[config.mk]
export PLATFORM = sky130hd
export DESIGN_NAME = hdlc_rx_deframer
export DESIGN_NICKNAME = d
export VERILOG_FILES = /design/src/rtl/hdlc_rx_pkg.sv /design/src/rtl/hdlc_rx_datapath.sv /design/src/rtl/hdlc_rx_control.sv /design/src/rtl/hdlc_rx_deframer.sv
export SDC_FILE = /design/constraint.sdc
export NUM_CORES = 1
export LEC_CHECK = 0
export BUFFER_PORTS_ARGS = -buffer_cell sky130_fd_sc_hd__buf_2
export CAP_MARGIN = 20
export CORE_ASPECT_RATIO = 1.25
export CORE_MARGIN = 1
export CORE_UTILIZATION = 25
export CTS_CLUSTER_SIZE = 8
export DETAILED_ROUTE_END_ITERATION = 8
export GPL_ROUTABILITY_DRIVEN = 0
export SLEW_MARGIN = 20
export SYNTH_ARGS = -nofsm -noshare
export SYNTH_HDL_FRONTEND = slang
export SYNTH_SLANG_ARGS = --single-unit
[constraint.sdc]
create_clock -name clk -period 1.9 [get_ports clk]
set_input_delay 0 -clock clk [delete_from_list [all_inputs] [get_ports clk]]
set_output_delay 0 -clock clk [all_outputs]
set_load 0.05 [all_outputs]
[src/rtl/hdlc_rx_pkg.sv]
package hdlc_rx_pkg;

  localparam int BYTE_W    = 8;
  localparam int IDX_W     = $clog2(BYTE_W);
  localparam int STUFF_RUN = 5;
  localparam int NUM_CTRL  = 3;

  localparam logic [BYTE_W-1:0] FLAG_CODE  = 8'h7E;
  localparam logic [BYTE_W-1:0] ABORT_CODE = 8'h7F;
  localparam logic [BYTE_W-1:0] ESC_CODE   = 8'h1B;

  localparam logic [BYTE_W-1:0] CTRL_CODES [NUM_CTRL] = '{FLAG_CODE, ABORT_CODE, ESC_CODE};

  // five ones followed by the newest bit at zero
  localparam logic [STUFF_RUN:0] STUFF_PAT = {{STUFF_RUN{1'b1}}, 1'b0};

  // datapath observations for the control
  typedef struct packed {
    logic flagHit;
    logic abortHit;
    logic stuffHit;
    logic lastBit;
    logic ctrlByte;
  } rx_status_t;

  // control strobes into the datapath
  typedef struct packed {
    logic shiftHist;
    logic clearAsm;
    logic takeBit;
    logic stashByte;
    logic emitFlag;
    logic emitEsc;
    logic emitNow;
    logic emitPend;
  } rx_strobe_t;

endpackage

[src/rtl/hdlc_rx_datapath.sv]
module hdlc_rx_datapath
  import hdlc_rx_pkg::*;
(
  input  logic              clk,
  input  logic              rst,
  input  logic              bitIn,
  input  rx_strobe_t        strobe,
  output rx_status_t        status,
  output logic              pushValid,
  output logic [BYTE_W-1:0] pushData
);

  logic [BYTE_W-1:0] hist;
  logic [BYTE_W-1:0] histNext;
  logic [BYTE_W-1:0] asmByte;
  logic [BYTE_W-1:0] asmFill;
  logic [BYTE_W-1:0] pendByte;
  logic [IDX_W-1:0]  bitIdx;
  logic              isCtrl;

  assign histNext = {hist[BYTE_W-2:0], bitIn};
  assign asmFill  = bitIn ? (asmByte | {1'b1, {(BYTE_W-1){1'b0}}}) : asmByte;

  always_comb begin
    isCtrl = 1'b0;
    for (int i = 0; i < NUM_CTRL; i++) begin
      if (asmFill == CTRL_CODES[i]) isCtrl = 1'b1;
    end
  end

  always_comb begin
    status.flagHit  = (histNext == FLAG_CODE);
    status.abortHit = ((histNext & ABORT_CODE) == ABORT_CODE);
    status.stuffHit = (histNext[STUFF_RUN:0] == STUFF_PAT);
    status.lastBit  = (bitIdx == IDX_W'(BYTE_W-1));
    status.ctrlByte = isCtrl;
  end

  always_ff @(posedge clk) begin
    if (rst) begin
      hist     <= '0;
      asmByte  <= '0;
      bitIdx   <= '0;
      pendByte <= '0;
    end else begin
      if (strobe.shiftHist) hist <= histNext;
      if (strobe.clearAsm) begin
        asmByte <= '0;
        bitIdx  <= '0;
      end else if (strobe.takeBit) begin
        if (status.lastBit) begin
          asmByte <= '0;
          bitIdx  <= '0;
        end else begin
          asmByte <= asmFill >> 1;
          bitIdx  <= bitIdx + IDX_W'(1);
        end
      end
      if (strobe.stashByte) pendByte <= asmFill;
    end
  end

  always_ff @(posedge clk) begin
    if (rst) begin
      pushValid <= 1'b0;
      pushData  <= '0;
    end else begin
      pushValid <= strobe.emitFlag | strobe.emitEsc | strobe.emitNow | strobe.emitPend;
      if (strobe.emitFlag)      pushData <= FLAG_CODE;
      else if (strobe.emitEsc)  pushData <= ESC_CODE;
      else if (strobe.emitNow)  pushData <= asmFill;
      else if (strobe.emitPend) pushData <= pendByte;
    end
  end

endmodule

[src/rtl/hdlc_rx_control.sv]
module hdlc_rx_control
  import hdlc_rx_pkg::*;
(
  input  logic       clk,
  input  logic       rst,
  input  logic       bitValid,
  input  logic       fifoFull,
  input  rx_status_t status,
  output rx_strobe_t strobe
);

  logic rxOn;
  logic rxOnNext;
  logic pendValid;
  logic pendNext;

  always_comb begin
    strobe   = '0;
    rxOnNext = rxOn;
    pendNext = 1'b0;

    // second half of an escaped pair
    if (pendValid) begin
      if (!fifoFull) strobe.emitPend = 1'b1;
      else           rxOnNext        = 1'b0;
    end

    if (bitValid) begin
      strobe.shiftHist = 1'b1;
      if (status.flagHit) begin
        strobe.clearAsm = 1'b1;
        if (!fifoFull) begin
          strobe.emitFlag = 1'b1;
          rxOnNext        = 1'b1;
        end else begin
          rxOnNext = 1'b0;
        end
      end else if (status.abortHit) begin
        rxOnNext = 1'b0;
      end else if (rxOn && !status.stuffHit) begin
        strobe.takeBit = 1'b1;
        if (status.lastBit) begin
          if (status.ctrlByte) begin
            strobe.stashByte = 1'b1;
            pendNext         = 1'b1;
            if (!fifoFull) strobe.emitEsc = 1'b1;
            else           rxOnNext       = 1'b0;
          end else begin
            if (!fifoFull) strobe.emitNow = 1'b1;
            else           rxOnNext       = 1'b0;
          end
        end
      end
    end
  end

  always_ff @(posedge clk) begin
    if (rst) begin
      rxOn      <= 1'b0;
      pendValid <= 1'b0;
    end else begin
      rxOn      <= rxOnNext;
      pendValid <= pendNext;
    end
  end

endmodule

[src/rtl/hdlc_rx_deframer.sv]
module hdlc_rx_deframer
  import hdlc_rx_pkg::*;
(
  input  logic       clk,
  input  logic       rst,
  input  logic       bitValid,
  input  logic       bitIn,
  input  logic       fifoFull,
  output logic       pushValid,
  output logic [7:0] pushData
);

  rx_strobe_t strobe;
  rx_status_t status;

  hdlc_rx_control u_ctrl (
    .clk      (clk),
    .rst      (rst),
    .bitValid (bitValid),
    .fifoFull (fifoFull),
    .status   (status),
    .strobe   (strobe)
  );

  hdlc_rx_datapath u_dp (
    .clk       (clk),
    .rst       (rst),
    .bitIn     (bitIn),
    .strobe    (strobe),
    .status    (status),
    .pushValid (pushValid),
    .pushData  (pushData)
  );

endmodule

==> results by group, run 1 <==
Floorplan
  – FP Rows: 32
  – Die Footprint: 0.00681 mm^2
  – Initial Util: 0.261
  – IO Pins: 14
  – Core outline area: 0.00621 mm^2
  – Die H: 92.0 um
  – Die width: 74.0 um

Setup path
  – Worst Setup Start Kind: flop
  – Crit path max-delay cell type: or4_1
  – WP data arrival: 2.00 ns
  – Worst setup EP type: flop
  – Worst endpoint required time: 2.13 ns
  – Max incr delay on CP: 0.48 ns
  – CP cell instances: ha_1 -> ha_1 -> nand3_1 -> a31o_4 -> or4_1 -> nand3_1
  – Reg2Reg Setup Slack: 0.13 ns
  – Critical path class: reg -> reg
  – Max FO, Critical Path: 11

STA
  – Slew Limit Fails: 0
  – Clock Skews: 0.00625 ns
  – Worst-case hold slack: 0.0961 ns
  – Worst slew margin: 0.738
  – Final Hold Fails: 0
  – Min cycle time layout: 1.77 ns
  – Fin crit share: 0.933
  – Final setup violation count: 0
  – Worst-Margin Slew: 0.393 ns
  – F_max: 0.564 GHz

Layout
  – Post-Layout Cell Count: 283
  – Commonest non-fill, non-tap cell in the layout: dfxtp_1
  – Final Net Count: 204
  – Design Area, Final: 0.00192 mm^2
  – Commonest non-fill, non-tap cells in the layout: dfxtp_1 (36), nand2_1 (22), buf_2 (13), mux2i_1 (12)
  – Area Growth Syn to Fin: 18.7%
  – Layout cells sized above 1: 0.192
  – Ant diodes: 0

Worst hold path
  – HP Class: in -> reg

Drt
  – DR iter-0 viols: 67
  – TritonRoute pass-1 iters: 4
  – Drt total wl: 3470 um
  – DR vias/cell: 4.74
  – DRC: 0
  – Routed Antenna Nets: 0
  – DR WL/cell: 12.3 um
  – Vias: 1,342

Global routing
  – Congestion Overflow GR: 0
  – Vias in the first global route: 1,258
  – Gr usage total: 0.115
  – Pin count of the biggest net entering global routing: 23
  – Initial antenna violation count: 0
  – Global-route wire length before repair: 6000 um

CTS
  – CTS buffer count: 5
  – Clock Sink Count: 36
  – CTS tree: done
  – H-tree depth: 2
  – Clk root buf: clkbuf_8
  – Max Buffers Root-to-Sink: 2
  – Post-CTS Hold Fix Bufs: 0
  – Clk slew on worst S/H paths: 0.08 ns
  – Clk_lat worst skew: 0.29 ns

Logic synthesis
  – Area leader, netlist: dfxtp_1
  – EDFF count, synth: 0
  – Mapped Cells: 181
  – Seq cells post-synth: 36
  – Synth top area share: 0.444
  – Mean post-synth cell area: 8.96 um^2
  – Post-synth ARST share: 0
  – Synth Flop Type: dfxtp_1
  – Mapped Nets: 188
  – Synth cell types: 37
  – Synth warn: 0
  – Mapped cell area: 0.00162 mm^2
  – Sequential share of the synthesized area: 0.444
  – Largest cells by area after synthesis: dfxtp_1 (44%), mux2i_1 (7.4%), nand2_1 (5.1%), a21oi_1 (3.4%), o21ai_0 (3.4%)

Placement
  – DP HPWL: 2430 um
  – # placed instances: 275
  – I/O Buffers: 13
  – Placed cell areas: 0.00179 mm^2

Run
  – Max-cap violation count: 0

Pwr
  – Power Total: 1.47 mW
  – Peak supply drop: 268 uV
  – Leakage: 0.718 nW
  – Power per cell area: 765 mW/mm^2

Run status
  – Status: finished, final reports clean
timing repair:
item,CTS,global route
endpoints found under the setup margin,0,10
buffers inserted,0,0
gates resized for setup,0,5
logic make-up (layout without fill, tap and decap cells):
kind of cell             after synthesis  after routing  share of synthesized area
AND/OR/NAND/NOR                       69             69                      0.229
adder cells (fa/ha/maj)                2              2                     0.0154
multiplexers                          15             15                     0.0949
buffers and inverters                 16             33                     0.0478
AO/OA/AOI/OAI                         43             43                      0.168
flip-flops                            36             36                      0.444
cell usage after synthesis (5+ instances only):
master and n:
o21ai_0 11, clkbuf_1 9, nand2_1 22, nand3b_1 7
a21oi_1 11, nand3_1 7, dfxtp_1 36, nor2_1 10
mux2i_1 12, nor3_1 5, o21a_1 7
critical path, delay by kind of cell, from the launching register on:
kind | cells | cell delay (ns)
flops | 1 | 0.36
fa+ha+maj | 2 | 0.36
simple gates | 3 | 0.71
compound gates | 1 | 0.28
report_power, final:
part | total, mW | internal [mW] | leakage (nW) | switching (mW)
combinational | 0.0431 | 0.0106 | 0.374 | 0.0324
sequential | 0.759 | 0.756 | 0.290 | 0.00215
clock | 0.670 | 0.388 | 0.0541 | 0.282
total | 1.47 | 1.16 | 0.718 | 0.317
state kept, by name, indices dropped and copies added, names as in the netlist:
signal,cells
u_dp.pendByte,8
u_dp.pushData,8
u_dp.asmByte,7
u_dp.hist,7
u_dp.bitIdx,3
u_ctrl.pendValid,1
u_ctrl.rxOn,1
u_dp.pushValid,1
area by class of cell:
cell class	instances	area, um^2
Multi-Input combinational cell	129	842
Tap cell	85	106
Inverter	3	11.3
Clock inverter	3	42.5
Clock buffer	5	68.8
Timing Repair Buffer	22	133
Sequential cell	36	721
Fill cell	659	4280
stage by stage:
step | utilization | setup TNS (ns) | setup slack, ns
3_3_place_gp | 0.289 | 0 | 0.153
5_1_grt | 0.310 | -0.00229 | -0.00229
3_5_place_dp | 0.289 | 0 | 0.0779
6_report | 0.310 | 0 | 0.127
2_1_floorplan | - | 0 | 0.174
4_1_cts | 0.307 | 0 | 0.0678
layer usage:
layer / wire, um / vias to the layer above / GRT usage
met5: 0 / - / 0
met3: 145 / 8 / 0.0363
met1: 1650 / 623 / 0.147
li1: - / 685 / -
met4: 49 / 0 / 0.0385
met2: 1630 / 26 / 0.178
path summary, 6_finish.rpt:
path                     from          endpoint  cells after the start
min reg2reg  u_dp.pendByte[5]  u_dp.pendByte[5]                      2
max reg2reg    u_dp.bitIdx[0]  u_dp.pushData[5]                      6
min                     bitIn   u_dp.asmByte[6]                      3
max            u_dp.bitIdx[0]  u_dp.pushData[5]                      6
Power figures use the tool's default switching activity.
==> run 2: changes to the inputs <==
--- a/config.mk
+++ b/config.mk
@@ -5,6 +5,7 @@
 export SDC_FILE = /design/constraint.sdc
 export NUM_CORES = 1
 export LEC_CHECK = 0
+export ABC_CLOCK_PERIOD_IN_PS = 1840
 export BUFFER_PORTS_ARGS = -buffer_cell sky130_fd_sc_hd__buf_2
 export CAP_MARGIN = 20
 export CORE_ASPECT_RATIO = 1.25
==> constraint.sdc (replaced) <==
create_clock -name clk -period 1.84 [get_ports clk]
set_input_delay 0 -clock clk [delete_from_list [all_inputs] [get_ports clk]]
set_output_delay 0 -clock clk [all_outputs]
set_load 0.05 [all_outputs]
==> run 2 against run 1 <==
Effect of this change:
- core utilization increased by 0.28 points
- maximum frequency increased by 3.1%
- sequential share of layout area decreased by 0.21 points
- cell count increased by 1.1%
- total power decreased by 4.7%
- largest power group unchanged
- first-iteration DRC count decreased by 19%
- setup slack got worse by 0.0070 ns
- combinational power increased by 6.0%
- clock skew decreased by 0.0013 ns
- die area unchanged
- critical path depth increased by 2
- via count unchanged
==> results by group, run 2 (synthesis results as in run 1) <==
Floorplan
  – Die Footprint: 0.00681 mm^2
  – Die width: 74.0 um
  – Die H: 92.0 um
  – Core outline area: 0.00621 mm^2
  – IO Pins: 14
  – Initial Util: 0.261
  – FP Rows: 32

Worst hold path
  – HP Class: in -> reg

Setup path
  – Critical path class: reg -> reg
  – Worst Setup Start Kind: flop
  – Crit path max-delay cell type: dfxtp_2
  – Buf+Inv Stages, Crit Path: 2
  – Max incr delay on CP: 0.33 ns
  – WP data arrival: 1.92 ns
  – Worst endpoint required time: 2.04 ns
  – Max FO, Critical Path: 8
  – Worst setup EP type: flop
  – Family with the most delay on the worst path: compound AO/OA/AOI/OAI gates
  – CP cell instances: ha_1 -> ha_2 -> nand3_1 -> a31o_4 -> buf_12 -> buf_4 -> o21a_1 -> o31ai_1

CTS
  – Max Buffers Root-to-Sink: 2
  – Clock Sink Count: 36
  – Post-CTS Hold Fix Bufs: 0
  – CTS tree: done
  – H-tree depth: 2
  – Clk slew on worst S/H paths: 0.07 ns
  – Clk root buf: clkbuf_8
  – Clk_lat worst skew: 0.28 ns
  – CTS buffer count: 5

Layout
  – Ant diodes: 0
  – Commonest non-fill, non-tap cells in the layout: dfxtp_1 (34), nand2_1 (22), buf_2 (13), mux2i_1 (12)
  – Fill count: 653
  – Design Area, Final: 0.00194 mm^2
  – Regs by FF count: u_dp.pendByte x8, u_dp.pushData x8
  – Commonest non-fill, non-tap cell in the layout: dfxtp_1
  – Post-layout util: 0.313
  – Layout cells sized above 1: 0.209
  – Register area: 723 um^2
  – Multi-input logic area: 843 um^2
  – Area Growth Syn to Fin: 19.8%
  – Final Net Count: 207

Drt
  – Routed Antenna Nets: 0
  – Drt total wl: 3460 um
  – DR iter-0 viols: 54
  – DR vias/cell: 4.69
  – DRC: 0
  – TritonRoute pass-1 iters: 4
  – DR WL/cell: 12.1 um
  – Vias: 1,342

STA
  – RSZ-0062 raised after global routing: no
  – Slew Limit Fails: 0
  – Min cycle time layout: 1.72 ns
  – Worst-Margin Slew: 0.405 ns
  – Final Hold Fails: 0
  – Final setup violation count: 0
  – Clock Skews: 0.00500 ns
  – F_max: 0.581 GHz
  – Fin crit share: 0.935
  – Setup_tns: 0 ns
  – Worst slew margin: 0.729

Pwr
  – Peak supply drop: 289 uV
  – Leakage: 0.731 nW
  – Power Total: 1.40 mW
  – Power per cell area: 723 mW/mm^2

Run
  – Max-cap violation count: 0

Global routing
  – Vias in the first global route: 1,242
  – Pin count of the biggest net entering global routing: 23
  – Congestion Overflow GR: 0
  – Initial antenna violation count: 0
  – Global-route wire length before repair: 5860 um
  – Gr usage total: 0.112

Placement
  – Placed cell areas: 0.00182 mm^2
  – I/O Buffers: 13
  – DP HPWL: 2470 um

Run status
  – Status: finished, final reports clean
[run 2: cell count changes in the layout (fill, tap and decap cells not counted), moves of 2 or more]
| cell | before | now |
|---|---|---|
| buf_4 | 9 | 11 |
| clkbuf_1 | 0 | 2 |
| dfxtp_1 | 36 | 34 |
| dfxtp_2 | 0 | 2 |
[run 2: final timing paths]
check        slack [ns]  depth (start not counted)                to              from
max                0.12                          8  u_dp.pushData[3]    u_dp.bitIdx[0]
min                 0.1                          3      u_dp.hist[6]          bitValid
max reg2reg        0.12                          8  u_dp.pushData[3]    u_dp.bitIdx[0]
min reg2reg        0.46                          2  u_dp.pendByte[5]  u_dp.pendByte[5]
[run 2: worst reg2reg max path, delay by kind of cell (launching register included)]
family / cells / cell delay [ns]
buffers and inverters: 2 / 0.28
DFF: 1 / 0.33
adders and majority gates: 2 / 0.34
and+or+nand+nor: 1 / 0.11
AOI/OAI and AO/OA: 3 / 0.59
[run 2: area by class of cell]
cell class | instances | share of cell area
Sequential cell | 36 | 0.372
Inverter | 3 | 0.00580
Timing Repair Buffer | 25 | 0.0863
Multi-Input combinational cell | 129 | 0.434
Clock buffer | 8 | 0.0464
Tap cell | 85 | 0.0548
[run 2: metrics by stage]
stage	instances	hold WS, ns	worst slack, ns
finish	286	0.0962	0.120
CTS	285	0.0942	0.0339
global placement	277	0.385	0.0704
floorplan	181	0.147	0.114
detailed placement	277	0.390	0.0173
global route	286	0.113	0.00386
[run 2: layer usage]
metal,vias to the layer above,track usage,part of all wire
li1,695,-,-
met1,623,0.141,0.49
met2,19,0.178,0.46
met3,5,0.0396,0.033
met4,0,0.0288,0.011
met5,-,0,0
[run 2: repair_timing]
item	4_1_cts	5_1_grt
gates resized for setup	2	5
buffers inserted	0	1
endpoints found under the setup margin	1	5
[run 2: power breakdown]
| group | total (mW) | internal, mW | switching [mW] |
|---|---|---|---|
| logic | 0.0457 | 0.0123 | 0.0334 |
| clock network | 0.574 | 0.305 | 0.269 |
| registers | 0.784 | 0.782 | 0.00201 |
